## src/rtl/a429_tx_pkg.sv

```systemverilog
package a429_tx_pkg;

    typedef enum logic [1:0] {
        TX_IDLE = 2'd0,
        TX_SEND = 2'd1,
        TX_GAP  = 2'd2
    } tx_state_e;

    typedef struct packed {
        logic en;
        logic loop;
        logic fmt;
    } tx_cfg_t;

endpackage

```

## src/rtl/a429_tx_cfg.sv

```systemverilog
module a429_tx_cfg
    import a429_tx_pkg::*;
(
    input  logic    clk,
    input  logic    rst,
    input  logic    wr,
    input  tx_cfg_t wdata,
    input  logic    fmt_pin,
    output tx_cfg_t cfg,
    output logic    wide,
    output logic    par_en
);

    tx_cfg_t cfg_d, cfg_q;

    always_comb begin
        cfg_d = cfg_q;
        if (wr) cfg_d = wdata;
    end

    always_ff @(posedge clk) begin
        if (rst) cfg_q <= '{en: 1'b1, loop: 1'b0, fmt: 1'b0};
        else     cfg_q <= cfg_d;
    end

    assign cfg    = cfg_q;
    // word loading only for pin high with the format bit clear
    assign wide   = fmt_pin & ~cfg_q.fmt;
    assign par_en = fmt_pin | cfg_q.fmt;

    // configuration only moves on a write
    assert_cfg_hold_R1: assert property (@(posedge clk) disable iff (rst)
        !wr |=> $stable(cfg_q));

endmodule

```

## src/rtl/a429_par_acc.sv

```systemverilog
module a429_par_acc (
    input  logic clk,
    input  logic rst,
    input  logic clr,
    input  logic step,
    input  logic bit_in,
    output logic odd_bit
);

    logic acc_d, acc_q;

    always_comb begin
        acc_d = acc_q;
        if (clr)       acc_d = 1'b0;
        else if (step) acc_d = acc_q ^ bit_in;
    end

    always_ff @(posedge clk) begin
        if (rst) acc_q <= 1'b0;
        else     acc_q <= acc_d;
    end

    assign odd_bit = ~acc_q;

endmodule

```

## src/rtl/a429_tx_seq.sv

```systemverilog
module a429_tx_seq
    import a429_tx_pkg::*;
#(
    parameter int WORD_BITS    = 32,
    parameter int LANE_BITS    = 8,
    parameter int CLKS_PER_BIT = 4,
    parameter int GAP_BITS     = 4
) (
    input  logic                 clk,
    input  logic                 rst,
    input  logic                 en,
    input  logic                 wide,
    input  logic                 par_en,
    input  logic                 par_bit,
    input  logic                 cts_n,
    input  logic                 wr_en,
    input  logic [WORD_BITS-1:0] wr_data,
    input  logic                 stat_rd,
    output logic                 ready,
    output logic                 sending,
    output logic                 mark,
    output logic                 bit_val,
    output logic                 step,
    output logic                 err
);

    localparam int LANES    = WORD_BITS / LANE_BITS;
    localparam int PH_W     = $clog2(CLKS_PER_BIT);
    localparam int BIT_W    = $clog2(WORD_BITS);
    localparam int HAVE_W   = $clog2(LANES + 1);
    localparam int GAP_CLKS = GAP_BITS * CLKS_PER_BIT;
    localparam int GAP_W    = $clog2(GAP_CLKS + 1);
    localparam int PH_LAST  = CLKS_PER_BIT - 1;
    localparam int HALF     = CLKS_PER_BIT / 2;

    typedef struct packed {
        tx_state_e              state;
        logic [WORD_BITS-1:0]   word;
        logic [HAVE_W-1:0]      have;
        logic [BIT_W-1:0]       idx;
        logic [PH_W-1:0]        ph;
        logic [GAP_W-1:0]       gap;
        logic                   err;
    } seq_t;

    seq_t s_d, s_q;
    logic ready_c, wr_ok, loaded, lane_end, starved;
    int   lane_no;

    always_comb begin
        s_d     = s_q;
        ready_c = !s_q.err && (wide ? (s_q.have == '0)
                                    : (s_q.have < HAVE_W'(LANES)));
        wr_ok   = wr_en && ready_c;

        if (wr_ok) begin
            if (wide) begin
                s_d.word = wr_data;
                s_d.have = HAVE_W'(LANES);
            end else begin
                for (int k = 0; k < LANES; k++) begin
                    if (s_q.have == HAVE_W'(k))
                        s_d.word[k*LANE_BITS +: LANE_BITS] = wr_data[LANE_BITS-1:0];
                end
                s_d.have = s_q.have + 1'b1;
            end
        end

        loaded   = wide ? (s_q.have == HAVE_W'(LANES)) : (s_q.have != '0);
        lane_end = (int'(s_q.idx) % LANE_BITS) == LANE_BITS - 1;
        lane_no  = int'(s_q.idx) / LANE_BITS;
        // the next lane must be held (a load on this edge counts)
        starved  = !wide && lane_end && (lane_no < LANES - 1)
                   && (int'(s_d.have) < lane_no + 2);

        if (stat_rd) s_d.err = 1'b0;

        case (s_q.state)
            TX_IDLE: begin
                if (!s_q.err && en && !cts_n && loaded) begin
                    s_d.state = TX_SEND;
                    s_d.idx   = '0;
                    s_d.ph    = '0;
                end
            end
            TX_SEND: begin
                if (s_q.ph == PH_W'(PH_LAST)) begin
                    if (starved) begin
                        s_d.state = TX_IDLE;
                        s_d.err   = 1'b1;
                        s_d.have  = '0;
                    end else if (s_q.idx == BIT_W'(WORD_BITS - 1)) begin
                        s_d.state = TX_GAP;
                        s_d.gap   = '0;
                        s_d.have  = '0;
                    end else begin
                        s_d.idx = s_q.idx + 1'b1;
                        s_d.ph  = '0;
                    end
                end else begin
                    s_d.ph = s_q.ph + 1'b1;
                end
            end
            TX_GAP: begin
                if (s_q.gap == GAP_W'(GAP_CLKS - 1)) s_d.state = TX_IDLE;
                else                                 s_d.gap   = s_q.gap + 1'b1;
            end
            default: s_d.state = TX_IDLE;
        endcase
    end

    always_ff @(posedge clk) begin
        if (rst) s_q <= '0;
        else     s_q <= s_d;
    end

    assign ready   = ready_c;
    assign sending = (s_q.state == TX_SEND);
    assign mark    = sending && (s_q.ph < PH_W'(HALF));
    assign step    = sending && (s_q.ph == PH_W'(PH_LAST));
    assign bit_val = (par_en && s_q.idx == BIT_W'(WORD_BITS - 1)) ? par_bit
                                                                  : s_q.word[s_q.idx];
    assign err     = s_q.err;

    // phase walks one step per clock inside a bit
    assert_phase_step_R2: assert property (@(posedge clk) disable iff (rst)
        (s_q.state == TX_SEND && s_q.ph != PH_W'(PH_LAST))
        |=> (s_q.state == TX_SEND && s_q.ph == $past(s_q.ph) + 1'b1));

    // a word only begins after an enabled, cleared-to-send clock
    assert_start_gate_R6: assert property (@(posedge clk) disable iff (rst)
        (s_q.state == TX_SEND && $past(s_q.state) != TX_SEND)
        |-> $past(en && !cts_n));

    // an underrun halts sending and blocks loads
    assert_err_halts_R9: assert property (@(posedge clk) disable iff (rst)
        s_q.err |-> (s_q.state != TX_SEND && !ready));

    // a full word blocks further loads while it is sent in word mode
    assert_wide_hold_R5: assert property (@(posedge clk) disable iff (rst)
        (wide && s_q.state == TX_SEND) |-> !ready);

    // the null gap never runs straight into a word
    assert_gap_hold_R12: assert property (@(posedge clk) disable iff (rst)
        (s_q.state == TX_GAP) |=> (s_q.state != TX_SEND));

endmodule

```

## src/rtl/a429_rz_enc.sv

```systemverilog
module a429_rz_enc (
    input  logic sending,
    input  logic mark,
    input  logic bit_val,
    input  logic loop,
    output logic line_hi,
    output logic line_lo,
    output logic loop_hi,
    output logic loop_lo
);

    logic hi_c, lo_c;

    always_comb begin
        hi_c    = sending & mark & bit_val;
        lo_c    = sending & mark & ~bit_val;
        line_hi = hi_c & ~loop;
        line_lo = lo_c & ~loop;
        loop_hi = hi_c & loop;
        loop_lo = lo_c & loop;
    end

endmodule

```

## src/rtl/a429_word_tx.sv

```systemverilog
module a429_word_tx
    import a429_tx_pkg::*;
#(
    parameter int WORD_BITS    = 32,
    parameter int LANE_BITS    = 8,
    parameter int CLKS_PER_BIT = 4,
    parameter int GAP_BITS     = 4
) (
    input  logic                 clk_tx,
    input  logic                 mrst,
    input  logic                 cfg_wr,
    input  logic                 cfg_en,
    input  logic                 cfg_loop,
    input  logic                 cfg_fmt,
    input  logic                 fmt_pin,
    input  logic                 cts_n,
    input  logic                 wr_en,
    input  logic [WORD_BITS-1:0] wr_data,
    input  logic                 stat_rd,
    output logic                 ready,
    output logic                 busy_n,
    output logic                 err,
    output logic [2:0]           stat,
    output logic                 line_hi,
    output logic                 line_lo,
    output logic                 loop_hi,
    output logic                 loop_lo
);

    tx_cfg_t cfg_w, cfg_q;
    logic    wide, par_en, par_bit;
    logic    sending, mark, bit_val, step;

    assign cfg_w = '{en: cfg_en, loop: cfg_loop, fmt: cfg_fmt};

    a429_tx_cfg u_cfg (
        .clk     (clk_tx),
        .rst     (mrst),
        .wr      (cfg_wr),
        .wdata   (cfg_w),
        .fmt_pin (fmt_pin),
        .cfg     (cfg_q),
        .wide    (wide),
        .par_en  (par_en)
    );

    a429_tx_seq #(
        .WORD_BITS    (WORD_BITS),
        .LANE_BITS    (LANE_BITS),
        .CLKS_PER_BIT (CLKS_PER_BIT),
        .GAP_BITS     (GAP_BITS)
    ) u_seq (
        .clk     (clk_tx),
        .rst     (mrst),
        .en      (cfg_q.en),
        .wide    (wide),
        .par_en  (par_en),
        .par_bit (par_bit),
        .cts_n   (cts_n),
        .wr_en   (wr_en),
        .wr_data (wr_data),
        .stat_rd (stat_rd),
        .ready   (ready),
        .sending (sending),
        .mark    (mark),
        .bit_val (bit_val),
        .step    (step),
        .err     (err)
    );

    a429_par_acc u_par (
        .clk     (clk_tx),
        .rst     (mrst),
        .clr     (!sending),
        .step    (step),
        .bit_in  (bit_val),
        .odd_bit (par_bit)
    );

    a429_rz_enc u_enc (
        .sending (sending),
        .mark    (mark),
        .bit_val (bit_val),
        .loop    (cfg_q.loop),
        .line_hi (line_hi),
        .line_lo (line_lo),
        .loop_hi (loop_hi),
        .loop_lo (loop_lo)
    );

    assign busy_n = !sending;
    assign stat   = {err, busy_n, ready};

    // self test keeps the external lines quiet
    assert_quiet_selftest_R11: assert property (@(posedge clk_tx) disable iff (mrst)
        cfg_q.loop |-> (!line_hi && !line_lo));

    // no mark appears outside a word
    assert_null_idle_R2: assert property (@(posedge clk_tx) disable iff (mrst)
        (line_hi || line_lo || loop_hi || loop_lo) |-> !busy_n);

endmodule

```

## config.mk

```make
export PLATFORM = sky130hd
export DESIGN_NAME = a429_word_tx
export DESIGN_NICKNAME = d
export VERILOG_FILES = /design/src/rtl/a429_tx_pkg.sv /design/src/rtl/a429_tx_cfg.sv /design/src/rtl/a429_par_acc.sv /design/src/rtl/a429_tx_seq.sv /design/src/rtl/a429_rz_enc.sv /design/src/rtl/a429_word_tx.sv
export SDC_FILE = /design/constraint.sdc
export NUM_CORES = 1
export LEC_CHECK = 0
export ABC_AREA = 0
export CAP_MARGIN = 10
export CELL_PAD_IN_SITES_DETAIL_PLACEMENT = 2
export CELL_PAD_IN_SITES_GLOBAL_PLACEMENT = 2
export CORE_ASPECT_RATIO = 1.25
export CORE_UTILIZATION = 35
export DETAILED_ROUTE_END_ITERATION = 7
export PLACE_DENSITY = 0.84
export SLEW_MARGIN = 20
export SYNTH_ARGS = -nofsm -noshare
export SYNTH_HDL_FRONTEND = slang
export SYNTH_HIERARCHICAL = 1
export SYNTH_SLANG_ARGS = --single-unit
```

## constraint.sdc

```tcl
create_clock -name clk_tx -period 5.2 [get_ports clk_tx]
set_clock_uncertainty 0.15 [all_clocks]
set_input_delay 1.04 -clock clk_tx [delete_from_list [all_inputs] [get_ports clk_tx]]
set_output_delay 1.04 -clock clk_tx [all_outputs]
set_load 0.01 [all_outputs]
```

## After elaboration in Yosys (flattened, before gate mapping)

Cells that the tools add are included.

- $add $sub $neg: 5
- $lt $le $gt $ge: 5
- Equal/unequal tests: 20
- Muxes and demuxes: 33
- Bitwise logic cells: 15
- Reductions and logical operators: 33

Operators with widths:

| cell | number |
|---|---|
| $mux W8 | 5 |
| $mux W35 | 1 |
| $lt A4 B32 Y1 | 1 |
| $mux W7 | 2 |
| $pmux W7 S2 | 1 |
| $mux W12 | 1 |
| $mux W2 | 6 |
| $mux W3 | 4 |
| $reduce_bool A2 Y1 | 6 |
| $logic_and A1 B1 Y1 | 11 |
| $add A5 B1 Y5 const B | 2 |
| $mux W5 | 2 |
| $pmux W5 S2 | 1 |
| $reduce_and A5 Y1 | 2 |
| $and A1 B1 Y1 | 8 |
| $ne A2 B1 Y1 const B | 4 |
| $reduce_and A2 Y1 | 4 |
| $reduce_and A4 Y1 | 2 |
| $mux W1 | 7 |
| $eq A3 B1 Y1 const B | 2 |
| $eq A3 B2 Y1 const B | 2 |
| $lt A5 B6 Y1 const B | 1 |
| $mux W6 | 1 |
| $ne A2 B2 Y1 const B | 3 |
| other kinds (22) | 32 |

- Bits in registers: 54
- Output and inout port bits: 10
- Logic and storage cells: 125

## Longest topological paths before layout

Gate-level depths: netlist (run 1).

- Word-level depth: 11
- Gate-level depth with buffers: 13
- Depth with buffers taken out: 12

## Hierarchy

Netlist (run 1), hierarchy kept.

Modules (own cells, without submodules):

| module | instances | cells each | area an instance (um^2) |
|---|---|---|---|
| a429_tx_seq | 1 | 289 | 2,692.6 |
| a429_tx_cfg | 1 | 11 | 115.1 |
| a429_par_acc | 1 | 5 | 53.8 |
| a429_rz_enc | 1 | 4 | 45.0 |
| a429_word_tx | 1 | 4 | 26.3 |

## Worst setup path before layout (run 1)

No wires, ideal clock.

- Kind: input port to flip-flop
- From: input port fmt_pin
- To: register u_seq/s_q[8] in the netlist's numbering
- Setup time: 0.121 ns
- Arrival time: 3.407 ns
- Data required time: 4.929 ns
- Path slack: 1.522 ns
- Stages: 11
- Buffers on the path: 1
- Cells stage by stage: nor2b_1 nor2b_1 or2_1 buf_2 o21ai_0 ha_1 nand2_1 o41ai_4 o311ai_1 a22o_1 mux2_2

- Longest elaborated chain between the ends: 9
- Elaborated cells on any way between the ends: 16

RTL lines:

| item | RTL line | source |
|---|---|---|
| from (decl) | a429_word_tx.sv:15 | `input logic fmt_pin,` |
| $and A1 B1 Y1 * | a429_tx_cfg.sv:28 | `assign wide = fmt_pin & ~cfg_q.fmt;` |
| $mux W1 | a429_tx_seq.sv:52 | `ready_c = !s_q.err && (wide ? (s_q.have == '0)` |
| $logic_and A1 B1 Y1 | a429_tx_seq.sv:52 |  |
| $logic_and A1 B1 Y1 | a429_tx_seq.sv:54 | `wr_ok = wr_en && ready_c;` |
| $mux W3 | a429_tx_seq.sv:56 | `if (wr_ok) begin` |
| $lt A4 B32 Y1 | a429_tx_seq.sv:74 | `&& (int'(s_d.have) < lane_no + 2);` |
| $logic_and A1 B1 Y1 | a429_tx_seq.sv:74 |  |
| $ne A2 B2 Y1 (no source line) | - |  |
| $reduce_and A5 Y1 (no source line) * | - |  |
| to (signal assigned) | a429_tx_seq.sv:113 | `if (rst) s_q <= '0;` |
| to (signal assigned) | a429_tx_seq.sv:114 | `else s_q <= s_d;` |
| to (decl) | a429_tx_seq.sv:46 | `seq_t s_d, s_q;` |

Every way passes the cells marked *; elsewhere a longest branch is shown, timed or not.
A chain may end at the register's enable or synchronous reset.

## Worst setup path after layout (run 1)

- From: register u_seq/s_q[8] in the netlist's numbering
- To: output port line_hi

- Longest elaborated chain between the ends: 5
- Elaborated cells on any way between the ends: 7

RTL lines:

| item | RTL line | source |
|---|---|---|
| $bmux W1 S5 or $eq A5 B5 Y1 (tied branches) | a429_tx_seq.sv:122, a429_tx_seq.sv:121 |  |
| $mux W1 (not written as such) or $logic_and A1 B1 Y1 (tied branches) | a429_tx_seq.sv:122, a429_tx_seq.sv:121 |  |
| $mux W1 * | a429_tx_seq.sv:121 | `assign bit_val = (par_en && s_q.idx == BIT_W'(WORD_BITS - 1)) ? par_bit` |
| via bit_val | a429_word_tx.sv:32 | `logic sending, mark, bit_val, step;` |
| $and A1 B1 Y1 * | a429_rz_enc.sv:15 | `hi_c = sending & mark & bit_val;` |
| $and A1 B1 Y1 * | a429_rz_enc.sv:17 | `line_hi = hi_c & ~loop;` |
| to (decl) | a429_word_tx.sv:24 | `output logic line_hi,` |

Mark *: on every way through the listed nets, which the timed path passes. The rest lies on a longest branch. The select of a mux whose other input is x is not followed.

==> impl_metrics.tcl, run 1 <==
set metrics [dict create \
    status "finished with violations" \
    violations "DRC" \
    min_path_cells 2 \
    dieArea_sq_um 8750 \
    ys_async_sr_fraction_pct 0 \
    highest_layer "met4" \
    crit_path_start_kind "flip-flop" \
    clock_latency_ns 0.31 \
    slew_headroom_pct 39.2 \
    drc_errors 7 \
    final_common_cell "dfxtp_1" \
    final_cells 449 \
    grt_use_total_pct 20.4 \
    ys_seq_elements 54 \
    synth_fp_nets 368 \
    place_inst 441 \
    yosysSeqAreaShare_pct 36.9 \
    fmax_ghz 0.224 \
    grt_max_degree 52 \
    ys.flop_type "dfxtp_1" \
    multi_input_area_sq_um 1700 \
    worstPathMaxFanout 11 \
    clockRootBuffer "clkbuf_8" \
    timing.rr.start "u_seq/s_q[13]" \
    finalInstanceArea_sq_um 3580 \
    cts_tree "built" \
    drt_iter0_drc 90 \
    dr_wl_met3_microns 154 \
    start_util_pct 36.8 \
    irDropWorstVdd_mv 0.125 \
    layout_setup_ws_ns 0.741 \
    dpl_cell_area_sq_um 3470 \
    gp_congestion 0.738 \
    rsz0062_at_grt "false" \
    r2r_slack_ns 1.44 \
    die_h_microns 104 \
    post_cts_resized 0 \
    drtPass1Iterations 6 \
    antenna_found_initial 0 \
    mostFrequentLayoutCells "dfxtp_1 (54), clkdlybuf4s50_1 (50), nor2_1 (40)" \
    cts_setup_buffers 0 \
    timing.final.crit_share_pct 85.7 \
    wl_met2_mm 4.76 \
    wl_met1_mm 3.56 \
    fin_crit_ns 4.46 \
    hold_viol 0 \
    syn-instance-count 313 \
    die_x_microns 83.9 \
    hold_path_class "flip-flop to flip-flop" \
    post_drt_wl_per_cell_microns 19.1 \
    crit_type "flip-flop to output port" \
    syn_avg_cell_area_sq_um 9.37 \
    drive_gt1_share_pct 11.0 \
    dp_hpwl_mm 6.39 \
    io_pins 52 \
    cap_viol_max_count 0 \
    grt_pass1_vias 2775 \
    slew_viol_final 0 \
    min_to "u_seq/s_q[7]" \
    worst_pin_slew_ns 0.890 \
    clk_pin_slew_ns 0.10 \
    drt_wl_total_mm 8.56 \
    place_ws_ns 0.659 \
    yosysWarnings 6 \
    endpoint_kind "output port" \
    port_buffers 51 \
    r2r_end "u_seq/s_q[8]" \
    fp-row-count 36 \
    ctsHtreeMaxLevel 2 \
    p_leak_uw 0.00131 \
    core_region_area_sq_um 7970 \
    vias_per_cell 5.64 \
    setup_viol_count_final 0 \
    overflow 0 \
    arrival_ns 3.27 \
    layout.nets 408 \
    clk_path_buf_depth 2 \
    n_antenna_cell 0 \
    seqCellArea_sq_um 1080 \
    ant_nets 0 \
    ys_types 55 \
    area_delta_synth_final_pct 22.0 \
    min_from "u_seq/s_q[7]" \
    r2r_cells 11 \
    cts_num_sinks 54 \
    vias 2531 \
    cts-buffers-inserted 5 \
    cts_hold_buffers 0 \
    synth_edf_count 0 \
    grt_pass1_wl_mm 14.2 \
    fillers 874 \
    tns_ns 0 \
    cp.required_ns 4.01 \
    netlist_area_sq_um 2930 \
    power_density_nw_per_um2 253 \
]
-- stage by stage --
step,utilization [%],total power (uW),hold slack [ns]
2_1_floorplan,-,573,0.291
3_3_place_gp,43.5,635,0.313
3_5_place_dp,43.5,647,0.325
4_1_cts,44.9,915,0.340
5_1_grt,44.9,949,0.372
6_report,44.9,905,0.338
-- routing by layer --
| layer | GRT usage [%] | vias to the layer above |
|---|---|---|
| met2 | 39.3 | 44 |
| met5 | 0 | - |
| met4 | 4.93 | 0 |
| met1 | 23.6 | 1262 |
| li1 | - | 1218 |
| met3 | 1.98 | 7 |
-- worst max path at each step --
stage,from,endpoint,slack [ns],depth (start not counted)
2_1_floorplan,fmt_pin,u_seq/s_q[8],1.52,11
3_3_place_gp,wr_en,u_seq/s_q[8],0.85,10
3_5_place_dp,wr_en,u_seq/s_q[8],0.66,10
4_1_cts,u_seq/s_q[8],line_hi,0.68,6
5_1_grt,u_seq/s_q[8],line_hi,0.52,6
6_report,u_seq/s_q[8],line_hi,0.74,6
-- kinds of logic (layout without fill, tap and decap cells) --
| logic type | count (synthesis) | count (layout) | synth area share, % |
|---|---|---|---|
| AOI/OAI and AO/OA | 89 | 89 | 21.7 |
| buffers and inverters | 33 | 74 | 5.16 |
| xor gates and xnor gates | 1 | 1 | 0.299 |
| adders and majority gates | 13 | 13 | 5.55 |
| DFF | 54 | 54 | 36.9 |
| and+or+nand+nor | 98 | 98 | 18.0 |
| muxes | 25 | 25 | 12.4 |
-- flip-flops by register name, indices dropped and copies added (netlist names) --
register     flops
u_seq/s_q       49
u_cfg/cfg        3
u_seq/err        1
u_par/acc_q      1
-- critical path: stages (launching register included) --
cell and delay, ns:
dfxtp_1 0.79, mux4_2 0.37, mux2i_1 0.11, mux4_2 0.50, a21oi_1 0.37, and4b_2 0.29, clkdlybuf4s50_1 0.53
-- final cells by class --
type                    count  share of cell area [%]
clock buffers               7                    2.69
clock inverters             1                   0.245
inverters                  13                    1.36
multi-input cells         226                    47.6
flip-flops and latches     54                    30.2
well taps                  95                    3.32
repair buffers             53                    14.6
-- power breakdown --
| part | leakage [uW] | internal (uW) | total, uW | switching [uW] |
|---|---|---|---|---|
| Sequential | 0.000441 | 440 | 456 | 16.4 |
| Combinational | 0.000811 | 84.6 | 179 | 94.6 |
| Clock | 0.0000544 | 123 | 270 | 147 |
| Total | 0.00131 | 647 | 905 | 258 |
-- cells in the mapped netlist (3+ instances only) --
cell | instances | area share, %
mux4_2 | 9 | 6.9
a211oi_1 | 26 | 6.7
nand2_1 | 9 | 1.2
ha_1 | 13 | 5.5
buf_4 | 6 | 1.5
nor3_1 | 3 | 0.51
nand2b_1 | 5 | 1.1
dfxtp_1 | 54 | 37
a21oi_1 | 34 | 5.8
nor2_1 | 40 | 5.1
nand3_1 | 4 | 0.68
mux2i_1 | 15 | 5.1
buf_2 | 4 | 0.68
clkbuf_1 | 10 | 1.3
nor2b_1 | 14 | 3.0
o21ai_0 | 5 | 0.85
a22o_1 | 4 | 1.2
nor2_4 | 3 | 1.2
inv_1 | 13 | 1.7
Power figures use the tool's default switching activity.
==> run 2: changes to the inputs <==
- CORE_MARGIN: default -> 10
==> impl_metrics.tcl, run 2 (synthesized netlist as in run 1, its figures left out) <==
set metrics [dict create \
    n_antenna_cell 0 \
    layout_setup_ws_ns 0.692 \
    dpl_cell_area_sq_um 3470 \
    drt_iter0_drc 81 \
    seqPwrFrac_pct 50.3 \
    timing.final.crit_share_pct 86.7 \
    slew_headroom_pct 47.9 \
    drive_gt1_share_pct 11.0 \
    cp.required_ns 4.01 \
    r2r_slack_ns 1.55 \
    crit_path_start_kind "flip-flop" \
    layout.nets 408 \
    clock_latency_ns 0.31 \
    cts_tree "built" \
    cap_viol_max_count 0 \
    post_drt_wl_per_cell_microns 19.4 \
    worstPathMaxFanout 11 \
    largest_register "u_seq/s_q" \
    place_ws_ns 0.748 \
    tns_ns 0 \
    core_region_area_sq_um 8190 \
    setup_viol_count_final 0 \
    p_clk_share_pct 30.0 \
    final_util_pct 43.7 \
    final_common_cell "dfxtp_1" \
    drc_errors 0 \
    fmax_ghz 0.222 \
    io_pins 52 \
    drtPass1Iterations 4 \
    vias 2520 \
    dieArea_sq_um 12500 \
    start_util_pct 35.8 \
    finalInstanceArea_sq_um 3580 \
    grt_use_total_pct 14.5 \
    intPower_uw 647 \
    whs_ns 0.332 \
    area_delta_synth_final_pct 22.1 \
    p_comb_share_pct 19.7 \
    hold_viol 0 \
    clk_path_buf_depth 2 \
    cts_num_sinks 54 \
    fin_crit_ns 4.51 \
    cts_hold_buffers 0 \
    power.net_switching_uw 259 \
    irDropWorstVdd_mv 0.119 \
    clockRootBuffer "clkbuf_8" \
    p_sw_share_pct 28.6 \
    largest_reg_flops 49 \
    die_h_microns 122 \
    gp_congestion 0.799 \
    cts-buffers-inserted 5 \
    p_leak_uw 0.00131 \
    ant_nets 0 \
    post_cts_resized 0 \
    drt_wl_total_mm 8.75 \
    arrival_ns 3.32 \
    fp-row-count 37 \
    die_x_microns 102 \
    cts_setup_buffers 0 \
    rsz0062_at_grt "false" \
    worst_pin_slew_ns 0.762 \
    hold_path_class "flip-flop to flip-flop" \
    status "finished clean" \
    port_buffers 51 \
    crit_type "flip-flop to output port" \
    mostFrequentLayoutCells "dfxtp_1 (54), clkdlybuf4s50_1 (50), nor2_1 (40)" \
    vias_per_cell 5.59 \
    grt_pass1_wl_mm 14.6 \
    power_density_nw_per_um2 253 \
    endpoint_kind "output port" \
    grt_pass1_vias 2913 \
    clk_pin_slew_ns 0.10 \
    overflow 0 \
    antenna_found_initial 0 \
    slew_viol_final 0 \
    grt_max_degree 52 \
    dp_hpwl_mm 6.61 \
    ctsHtreeMaxLevel 2 \
]
## run 2: worst paths after layout
path,end,depth (start not counted),start
setup / recovery,line_hi,6,u_seq/s_q[8]
hold / removal,u_seq/s_q[6],2,u_seq/s_q[6]
setup reg to reg,u_seq/s_q[8],11,u_seq/s_q[13]
hold reg to reg,u_seq/s_q[6],2,u_seq/s_q[6]
## run 2: power groups by stage
| stage | logic, uW | clock network, uW | registers (uW) |
|---|---|---|---|
| 2_1_floorplan | 113 | 0 | 459 |
| 3_3_place_gp | 172 | 0 | 464 |
| 3_5_place_dp | 180 | 0 | 465 |
| 4_1_cts | 182 | 277 | 456 |
| 5_1_grt | 199 | 295 | 459 |
| 6_report | 179 | 271 | 456 |
## run 2: stage by stage
step           cells  total power, uW
6_report         451              906
5_1_grt          451              954
4_1_cts          451              915
3_5_place_dp     443              646
3_3_place_gp     443              635
2_1_floorplan    313              573
## run 2: critical path, stage by stage, from the launching register on
cell and delay, ns:
dfxtp_1 0.80, mux4_2 0.37, mux2i_1 0.12, mux4_2 0.51, a21oi_1 0.38, and4b_2 0.29, clkdlybuf4s50_1 0.54
## run 2: area by class of cell
class	count	area, sq um
tap	97	121
clock buffer	7	96.3
inverter	13	48.8
sequential	54	1080
timing repair buffer	53	520
multi-input combinational	226	1700
clock inverter	1	8.76
fill	897	4610
## run 2: per-layer routing
layer	routed length [microns]	up-vias	share of wire [%]	track usage [%]
met4	77	0	0.88	3.45
met1	3620	1254	41	16.2
met3	243	6	2.8	2.30
li1	-	1225	-	-
met5	0	-	0	0
met2	4810	35	55	27.8
